### config.mk
export PLATFORM = sky130hd
export DESIGN_NAME = rr_cont_arbiter
export DESIGN_NICKNAME = d
export VERILOG_FILES = /design/src/rtl/rrc_pkg.sv /design/src/rtl/rrc_in_stage.sv /design/src/rtl/rrc_out_ctl.sv /design/src/rtl/rr_cont_arbiter.sv
export SDC_FILE = /design/constraint.sdc
export NUM_CORES = 1
export LEC_CHECK = 0
export CELL_PAD_IN_SITES_DETAIL_PLACEMENT = 1
export CELL_PAD_IN_SITES_GLOBAL_PLACEMENT = 1
export CORE_MARGIN = 4
export CORE_UTILIZATION = 45
export CTS_BUF_LIST = sky130_fd_sc_hd__clkbuf_8 sky130_fd_sc_hd__clkbuf_16
export DETAILED_ROUTE_END_ITERATION = 8
export GPL_TIMING_DRIVEN = 0
export PLACE_DENSITY_LB_ADDON = 0.12
export SETUP_SLACK_MARGIN = 0.1
export SLEW_MARGIN = 10
export SYNTH_ARGS = -nofsm -noshare
export SYNTH_HDL_FRONTEND = slang
export SYNTH_SLANG_ARGS = --single-unit
### constraint.sdc
create_clock -name clk_i -period 10.55 [get_ports clk_i]
set_input_delay 1.055 -clock clk_i [delete_from_list [all_inputs] [get_ports clk_i]]
set_output_delay 1.055 -clock clk_i [all_outputs]
set_load 0.02 [all_outputs]
### src/rtl/rrc_pkg.sv
package rrc_pkg;
  function automatic int unsigned wrap_inc(int unsigned v, int unsigned n);
    return (v + 1 >= n) ? 0 : v + 1;
  endfunction
endpackage

### src/rtl/rrc_in_stage.sv
module rrc_in_stage #(
  parameter int unsigned NR = 8,
  parameter int unsigned DW = 2,
  parameter int unsigned P  = 4
) (
  input  logic             clk_i,
  input  logic             rst_ni,
  input  logic [NR-1:0]    req_i,
  input  logic [NR*DW-1:0] dst_i,
  input  logic [NR-1:0]    tail_i,
  input  logic [P-1:0]     space_i,
  input  logic [P-1:0]     byp_i,
  output logic [NR-1:0]    req_o,
  output logic [NR*DW-1:0] dst_o,
  output logic [NR-1:0]    tail_o,
  output logic [P-1:0]     space_o,
  output logic [P-1:0]     byp_o
);
  always_ff @(posedge clk_i or negedge rst_ni) begin
    if (!rst_ni) begin
      req_o   <= '0;
      dst_o   <= '0;
      tail_o  <= '0;
      space_o <= '0;
      byp_o   <= '0;
    end else begin
      req_o   <= req_i;
      dst_o   <= dst_i;
      tail_o  <= tail_i;
      space_o <= space_i;
      byp_o   <= byp_i;
    end
  end
endmodule

### src/rtl/rrc_out_ctl.sv
module rrc_out_ctl
  import rrc_pkg::*;
#(
  parameter int unsigned NR = 8,
  parameter int unsigned V  = 2,
  parameter int unsigned P  = 4,
  parameter int unsigned SW = 3
) (
  input  logic          clk_i,
  input  logic          rst_ni,
  input  logic [NR-1:0] want_i,
  input  logic [NR-1:0] tail_i,
  input  logic          space_i,
  input  logic          byp_i,
  input  logic [P-1:0]  busy_port_i,
  input  logic [P-1:0]  taken_i,
  output logic [NR-1:0] gnt_o,
  output logic [P-1:0]  taken_o,
  output logic          conn_vld_o,
  output logic [SW-1:0] conn_src_o
);
  logic          conn_vld_q;
  logic [SW-1:0] conn_src_q;
  logic [SW-1:0] ptr_q;
  logic [NR-1:0] elig;
  logic          found;
  logic [SW-1:0] pick;
  logic          hold_ok;
  logic          new_gnt;

  for (genvar r = 0; r < NR; r++) begin : g_elig
    assign elig[r] = want_i[r] && !busy_port_i[r/V] && !taken_i[r/V];
  end

  always_comb begin
    found = 1'b0;
    pick  = '0;
    for (int k = 0; k < NR; k++) begin
      int idx;
      idx = int'(ptr_q) + k;
      if (idx >= int'(NR)) idx = idx - int'(NR);
      if (!found && elig[idx]) begin
        found = 1'b1;
        pick  = SW'(idx);
      end
    end
  end

  assign hold_ok = conn_vld_q && want_i[conn_src_q] && space_i;
  assign new_gnt = !conn_vld_q && space_i && !byp_i && found;

  always_comb begin
    gnt_o = '0;
    if (hold_ok)      gnt_o[conn_src_q] = 1'b1;
    else if (new_gnt) gnt_o[pick] = 1'b1;
  end

  for (genvar p = 0; p < P; p++) begin : g_taken
    assign taken_o[p] = taken_i[p] | (new_gnt && (int'(pick) / int'(V) == p));
  end

  always_ff @(posedge clk_i or negedge rst_ni) begin
    if (!rst_ni) begin
      conn_vld_q <= 1'b0;
      conn_src_q <= '0;
      ptr_q      <= '0;
    end else if (conn_vld_q) begin
      if (!hold_ok || tail_i[conn_src_q]) conn_vld_q <= 1'b0;
    end else if (new_gnt) begin
      ptr_q <= SW'(wrap_inc(int'(pick), NR));
      if (!tail_i[pick]) begin
        conn_vld_q <= 1'b1;
        conn_src_q <= pick;
      end
    end
  end

  assign conn_vld_o = conn_vld_q;
  assign conn_src_o = conn_src_q;

  assert_sticky_src_R4: assert property (@(posedge clk_i) disable iff (!rst_ni)
    (conn_vld_q && $past(conn_vld_q)) |-> $stable(conn_src_q));

  assert_break_release_R5: assert property (@(posedge clk_i) disable iff (!rst_ni)
    (conn_vld_q && !gnt_o[conn_src_q]) |=> !conn_vld_q);

  assert_tail_release_R6: assert property (@(posedge clk_i) disable iff (!rst_ni)
    (conn_vld_q && gnt_o[conn_src_q] && tail_i[conn_src_q]) |=> !conn_vld_q);

  assert_mask_R7: assert property (@(posedge clk_i) disable iff (!rst_ni)
    (!conn_vld_q && (byp_i || !space_i)) |-> (gnt_o == '0));
endmodule

### src/rtl/rr_cont_arbiter.sv
module rr_cont_arbiter #(
  parameter int unsigned NUM_PORTS = 4,
  parameter int unsigned NUM_VCS   = 2,
  localparam int unsigned NR = NUM_PORTS * NUM_VCS,
  localparam int unsigned DW = (NUM_PORTS > 1) ? $clog2(NUM_PORTS) : 1,
  localparam int unsigned SW = (NR > 1) ? $clog2(NR) : 1
) (
  input  logic             clk_i,
  input  logic             rst_ni,
  input  logic [NR-1:0]    req_vld_i,
  input  logic [NR*DW-1:0] req_dst_i,
  input  logic [NR-1:0]    req_tail_i,
  input  logic [NUM_PORTS-1:0] out_space_i,
  input  logic [NUM_PORTS-1:0] out_byp_i,
  output logic [NR-1:0]    gnt_o
);
  localparam int unsigned P = NUM_PORTS;
  localparam int unsigned V = NUM_VCS;

  logic [NR-1:0]    req_q, tail_q;
  logic [NR*DW-1:0] dst_q;
  logic [P-1:0]     space_q, byp_q;
  logic [NR-1:0]    want   [P];
  logic [NR-1:0]    ogn    [P];
  logic [P-1:0]     taken  [P+1];
  logic [P-1:0]     conn_vld;
  logic [SW-1:0]    conn_src [P];
  logic [P-1:0]     busy_port;
  logic [NR-1:0]    gnt_d, gnt_q;

  rrc_in_stage #(.NR(NR), .DW(DW), .P(P)) u_in (
    .clk_i(clk_i), .rst_ni(rst_ni),
    .req_i(req_vld_i), .dst_i(req_dst_i), .tail_i(req_tail_i),
    .space_i(out_space_i), .byp_i(out_byp_i),
    .req_o(req_q), .dst_o(dst_q), .tail_o(tail_q),
    .space_o(space_q), .byp_o(byp_q)
  );

  for (genvar o = 0; o < P; o++) begin : g_want
    for (genvar r = 0; r < NR; r++) begin : g_req
      assign want[o][r] = req_q[r] && (dst_q[r*DW +: DW] == DW'(o));
    end
  end

  // input ports held by a connection at cycle start
  always_comb begin
    busy_port = '0;
    for (int o = 0; o < P; o++) begin
      if (conn_vld[o]) busy_port[int'(conn_src[o]) / int'(V)] = 1'b1;
    end
  end

  assign taken[0] = '0;

  for (genvar o = 0; o < P; o++) begin : g_out
    rrc_out_ctl #(.NR(NR), .V(V), .P(P), .SW(SW)) u_oc (
      .clk_i(clk_i), .rst_ni(rst_ni),
      .want_i(want[o]), .tail_i(tail_q),
      .space_i(space_q[o]), .byp_i(byp_q[o]),
      .busy_port_i(busy_port), .taken_i(taken[o]),
      .gnt_o(ogn[o]), .taken_o(taken[o+1]),
      .conn_vld_o(conn_vld[o]), .conn_src_o(conn_src[o])
    );
  end

  always_comb begin
    gnt_d = '0;
    for (int o = 0; o < P; o++) gnt_d = gnt_d | ogn[o];
  end

  always_ff @(posedge clk_i or negedge rst_ni) begin
    if (!rst_ni) gnt_q <= '0;
    else         gnt_q <= gnt_d;
  end

  assign gnt_o = gnt_q;

  for (genvar p = 0; p < P; p++) begin : g_chk_port
    assert_one_per_port_R3: assert property (@(posedge clk_i) disable iff (!rst_ni)
      $onehot0(gnt_o[p*V +: V]));
  end

  for (genvar r = 0; r < NR; r++) begin : g_chk_req
    assert_gnt_needs_req_R1: assert property (@(posedge clk_i) disable iff (!rst_ni)
      gnt_o[r] |-> $past(req_vld_i[r], 2));
  end
endmodule

* Yosys cells after proc, flatten, opt, wreduce, memory -nomap -nowiden
Index checks and enable logic that the tools add are counted.
Storage, ports and cells: register bits 76, output and inout bits 8, logic and storage cells 740
Cells by class: add/sub/neg operators 64, magnitude comparators 92, eq/ne operators 33, muxes and demuxes 272, bitwise gates (word level) 22, reductions and logical operators 239
Operators by type and width (count):
- 32-bit by 5-bit < comparator with 1-bit output (second input constant) | 32
- 32-bit 2-to-1 mux | 32
- 32-bit by 5-bit greater-or-equal comparator with 1-bit output (second input constant) | 28
- 32-bit by 5-bit subtractor with 32-bit output (second input constant) | 28
- 1-bit logical AND | 160
- 1-bit 2-to-1 mux | 136
- 1-bit binary-select mux with 3-bit select | 44
- 3-bit 2-to-1 mux | 36
- 32-bit zero test | 3
- 3-bit by 3-bit adder with 4-bit output (second input constant) | 16
- 8-bit 2-to-1 mux | 8
- 1-bit zero test | 56
- 2-bit == test (second input constant) | 22
- 3-bit by 1-bit adder with 4-bit output (second input constant) | 8
- 3-bit by 2-bit adder with 4-bit output (second input constant) | 8
- 3-bit by 4-bit < comparator with 1-bit output (second input constant) | 8
- 1-bit demux with 3-bit select | 8
- 3-bit by 1-bit greater-or-equal comparator with 1-bit output (second input constant) | 8
- 8-bit bitwise OR | 3
- 2-bit by 1-bit == test with 1-bit output (second input constant) | 11
- 3-bit by 4-bit subtractor with 5-bit output (second input constant) | 4
- 3-bit by 4-bit greater-or-equal comparator with 1-bit output (second input constant) | 4
- 4-bit greater-or-equal comparator (second input constant) | 4
- 2-bit zero test | 8
- 10 further kinds | 47

* Depth between registers and ports, before layout
word-level depth 134, gate-level depth with buffers 42, gate-level depth less buffers 32

* Modules after synthesis
A second synthesis with hierarchy kept.
Unflattened totals: cell total of the unflattened synthesis 928, area, all modules 8448.1 µm²
Modules (own cells, without submodules):
- rrc_out_ctl at g_out[1].u_oc ... | instances 2, cells an instance 197, area each 1756.7 µm²
- rrc_out_ctl at g_out[0].u_oc | instances 1, cells an instance 202, area each 1669.1 µm²
- rrc_out_ctl at g_out[3].u_oc | instances 1, cells an instance 213, area each 1629.1 µm²
- rrc_in_stage | instances 1, cells an instance 40, area each 1001.0 µm²
- rr_cont_arbiter | instances 1, cells an instance 79, area each 635.6 µm²

* Worst setup path after synthesis
OpenSTA, ideal clock, no wires.
path type register -> register, start point reg g_out[0].u_oc.ptr_q[0], end point reg g_out[3].u_oc.conn_src_q[0], library setup time 0.118 ns, data arrival time 9.035 ns, required time 10.432 ns, slack 1.397 ns, cell stages (with the launch flop) 36, buffers on the path 7, path through dfrtp_1 -> buf_4 -> buf_6 -> inv_1 -> ha_1 -> buf_2 -> inv_1 -> buf_2 -> and4_1 -> nor4_4 -> nand3_4 -> or4b_4 -> o21ai_2 -> buf_2 -> a21oi_1 -> a221o_1 -> or4_1 -> buf_4 -> a2111o_1 -> buf_6 -> a211oi_2 -> nor2_1 -> mux4_2 -> or4b_4 -> nor4_4 -> o211ai_2 -> a221oi_4 -> nor2_1 -> a21oi_1 -> mux2_2 -> a32oi_1 -> o221ai_4 -> nor2b_1 -> a221o_1 -> a21o_1 -> a21o_1
Between the ends: word-level cells in the longest chain between the ends 120, elaborated cells on any way between the ends 323, classes of those cells add/sub (15); order compare (8); eq/ne (9); mux (170); bitwise (9); reduce/logical (112)
Ends and longest elaborated chain:
- from (decl) | RTL line rrc_out_ctl.sv:24 | logic [SW-1:0] ptr_q;
- from (signal assigned) | RTL line rrc_out_ctl.sv:70 | ptr_q <= SW'(wrap_inc(int'(pick), NR));
- branches (longest 115 deep; another with 32-bit by 5-bit subtractor with 32-bit output)
- 3-bit 2-to-1 mux (*) | RTL line rrc_out_ctl.sv:42 | if (!found && elig[idx]) begin
- net g_out[3].u_oc.pick[1] | RTL line rrc_out_ctl.sv:27 | logic [SW-1:0] pick;
- 1-bit binary-select mux with 3-bit select (*) | RTL line rrc_out_ctl.sv:71 | if (!tail_i[pick]) begin
- 1-bit 2-to-1 mux (implied by the code) (*) | RTL line rrc_out_ctl.sv:71
- 1-bit NOT (no source line) (*)
- 3-bit AND reduction (no source line) (*)
- to (signal assigned) | RTL line rrc_out_ctl.sv:73 | conn_src_q <= pick;
- to (decl) | RTL line rrc_out_ctl.sv:23 | logic [SW-1:0] conn_src_q;
Mark *: on every way through the listed nets, which the timed path passes. The select of a mux whose other input is x is not followed. A chain may end at the register's enable or synchronous reset.

* Worst setup path after layout
start point reg g_out[0].u_oc.ptr_q[0], end point reg g_out[3].u_oc.conn_src_q[1]
The elaborated chain is that of the path after synthesis.

==> results.cfg <==
[cts]
clk_path_buf_depth = 2
htreeDepth = 3
ctsHoldBuffers = 0
clkTransAtPathRegs_ns = 0.08
clk_latency_ns = 0.36
tritoncts = built
cts_sinks = 76
cts_buffers = 9
cts_root_buf = clkbuf_16

[timing]
fin_crit_ns = 10.07
finClkSkew_ns = 0.0184
hold_viol = 0
slew_viol_final = 0
period_share = 0.955
finalHoldWorstSlack_ns = 0.621
fin_tns_setup_ns = 0
max_freq_ghz = 0.0993
tightest_slew_ns = 1.02
relSlewSlack = 0.312
setup_viol = 0

[yosys]
yosysSeqAreaShare = 0.203
synth_flop_cell = dfrtp_1
yosys.area_share.simple = 0.286
netlist.area_leader.share = 0.203
postSynthCellCount = 1179
synth_area_leaders = dfrtp_1, nand2_1, nor2_1
synthAdderAreaFrac = 0.0160
synth_area_sq_mm = 0.00936
synth_most_common_cell = nand2_1
synth_top_family_by_area = compound AO/OA/AOI/OAI gates
ys_warn_count = 0
syn_avg_cell_area_sq_um = 7.94
yosys_register_bits = 76
synthTopCellsByCount = nand2_1, nor2_1, dfrtp_1
syn_nets = 1233
synth_xor_xnor_area_share = 0.0150
synthMuxAreaShare = 0.0873
synth_top_area_cell = dfrtp_1
async_flop_share = 1.00
synth_edf_count = 0
synth_compound_area_frac = 0.329
ys_types = 124

[routing]
dr_total_vias = 10700
viasPerCell = 7.00
antenna_left = 0
finalWirelength_mm = 39.2
drtIter0Drc = 1112
firstDrtPassIters = 5
drc = 0
wire_per_inst_um = 25.6

[setup_path]
worstPathMaxFanout = 10
cp_slowest_cell = or4b_4
criticalPathCategory = register to register
end_kind = register
max_stage_delay_ns = 0.60
start_kind = register
crit_top_cell = buf_4
cp_data_arrival_time_ns = 10.34
required_ns = 10.82

[cells_and_area]
layout-drive-gt1-share = 0.159
nets = 1312
area_delta_synth_final_pct = 17.1
layout.area.seq_sq_mm = 0.00190
diodes = 0
fillers = 2466
multi_input_area_sq_mm = 0.00716
final_util = 0.538

[placed_design]
port_buffers = 49
hpwlAfterDp_mm = 30.1
gp_congestion = 0.969

[floorplanning]
dieArea_sq_mm = 0.0232
die_w_um = 152
die_y_um = 152
ios = 50
rows = 52
core_area_sq_mm = 0.0204
start_util = 0.460

[run]
maxCapViolCount = 0

[grt]
first_global_vias = 10400
grt_usage = 0.323
antenna_found_initial = 0
grt_max_degree = 47
grt_remaining_overflow = 0
grt_pass1_wl_mm = 60.8

[min_path]
hold_class = input port to async pin

[run_status]
outcome = finished, final reports clean
[cell type report]
class                      instances  share of cell area
multi-input combinational        988               0.653
sequential                        76               0.174
timing repair buffer              68              0.0594
buffer                            68              0.0382
tap                              270              0.0308
clock buffer                       9              0.0205
inverter                          47              0.0162
clock inverter                     7             0.00811
[per-layer routing]
metal	wire length (um)	track usage	vias up
met5	0	0	-
met4	999	0.0792	0
met3	2870	0.0409	87
met2	17800	0.514	505
met1	17600	0.468	5357
li1	-	-	4778
[state kept, by name (all words and copies together), names as in the netlist]
name,flops
g_out.u_oc.conn_src_o,12
g_out.u_oc.conn_vld_o,4
u_in.dst_o,16
u_in.tail_o,8
u_in.byp_o,4
u_in.req_o,8
u_in.space_o,4
gnt_o,8
g_out.u_oc.ptr_q,12
[repair_timing]
action / CTS / global route
pin swaps: 2 / 8
gates resized for setup: 14 / 43
endpoints found under the setup margin: 15 / 15
setup buffers: 2 / 15
[worst paths after layout]
kind                                                              start                                      end  slack (ns)  depth (start not counted)
worst min register to register  g_out[0].u_oc.conn_src_o[0]$_DFFE_PN0P_  g_out[0].u_oc.conn_src_o[0]$_DFFE_PN0P_        0.65                          2
worst min-delay path                                             rst_ni  g_out[0].u_oc.conn_src_o[2]$_DFFE_PN0P_        0.62                          1
max in group asynchronous                                        rst_ni                       gnt_o[6]$_DFF_PN0_        9.33                          2
worst max-delay path                 g_out[0].u_oc.ptr_q[0]$_DFFE_PN0P_  g_out[3].u_oc.conn_src_o[1]$_DFFE_PN0P_        0.48                         39
worst max register to register       g_out[0].u_oc.ptr_q[0]$_DFFE_PN0P_  g_out[3].u_oc.conn_src_o[1]$_DFFE_PN0P_        0.48                         39
min in group clk_i              g_out[0].u_oc.conn_src_o[0]$_DFFE_PN0P_  g_out[0].u_oc.conn_src_o[0]$_DFFE_PN0P_        0.65                          2
[layout by cell type, fill, tap and decap left out, types with 26 or more instances in the layout]
cell and count:
a211oi_1 26, a21oi_1 68, buf_4 33, clkbuf_1 29, clkdlybuf4s50_1 48, dfrtp_1 76
inv_1 40, mux2i_1 33, nand2_1 116, nand3_1 49, nor2_1 107, nor3_1 42
o21ai_0 58
[worst max-delay path, delay by kind of cell (launching register included)]
kind            cells  cell delay, ns
fa+ha+maj           1            0.29
mux                 3            0.93
flops               1            0.38
buf+inv            11            1.92
simple gates       11            3.25
compound gates     13            3.16
[per-stage QoR]
step / instance area [sq um] / std cells / setup slack [ns]
global route: 11000 / 1533 / -0.0118
floorplan: 9360 / 1179 / 1.40
global placement: 10200 / 1498 / -0.238
detailed placement: 10200 / 1500 / -0.457
CTS: 10600 / 1518 / 0.100
finish: 11000 / 1533 / 0.478
[kinds of logic (layout without fill, tap and decap cells)]
group / Yosys count / in the layout
xor gates and xnor gates: 16 / 16
DFF: 76 / 76
muxes: 62 / 62
adders and majority gates: 12 / 12
AOI/OAI and AO/OA: 411 / 411
and+or+nand+nor: 487 / 487
buffers and inverters: 115 / 199
Power is left out: the tool's default activity adds up to more than one toggle a clock period on the data nets, which glitch-free logic cannot reach.
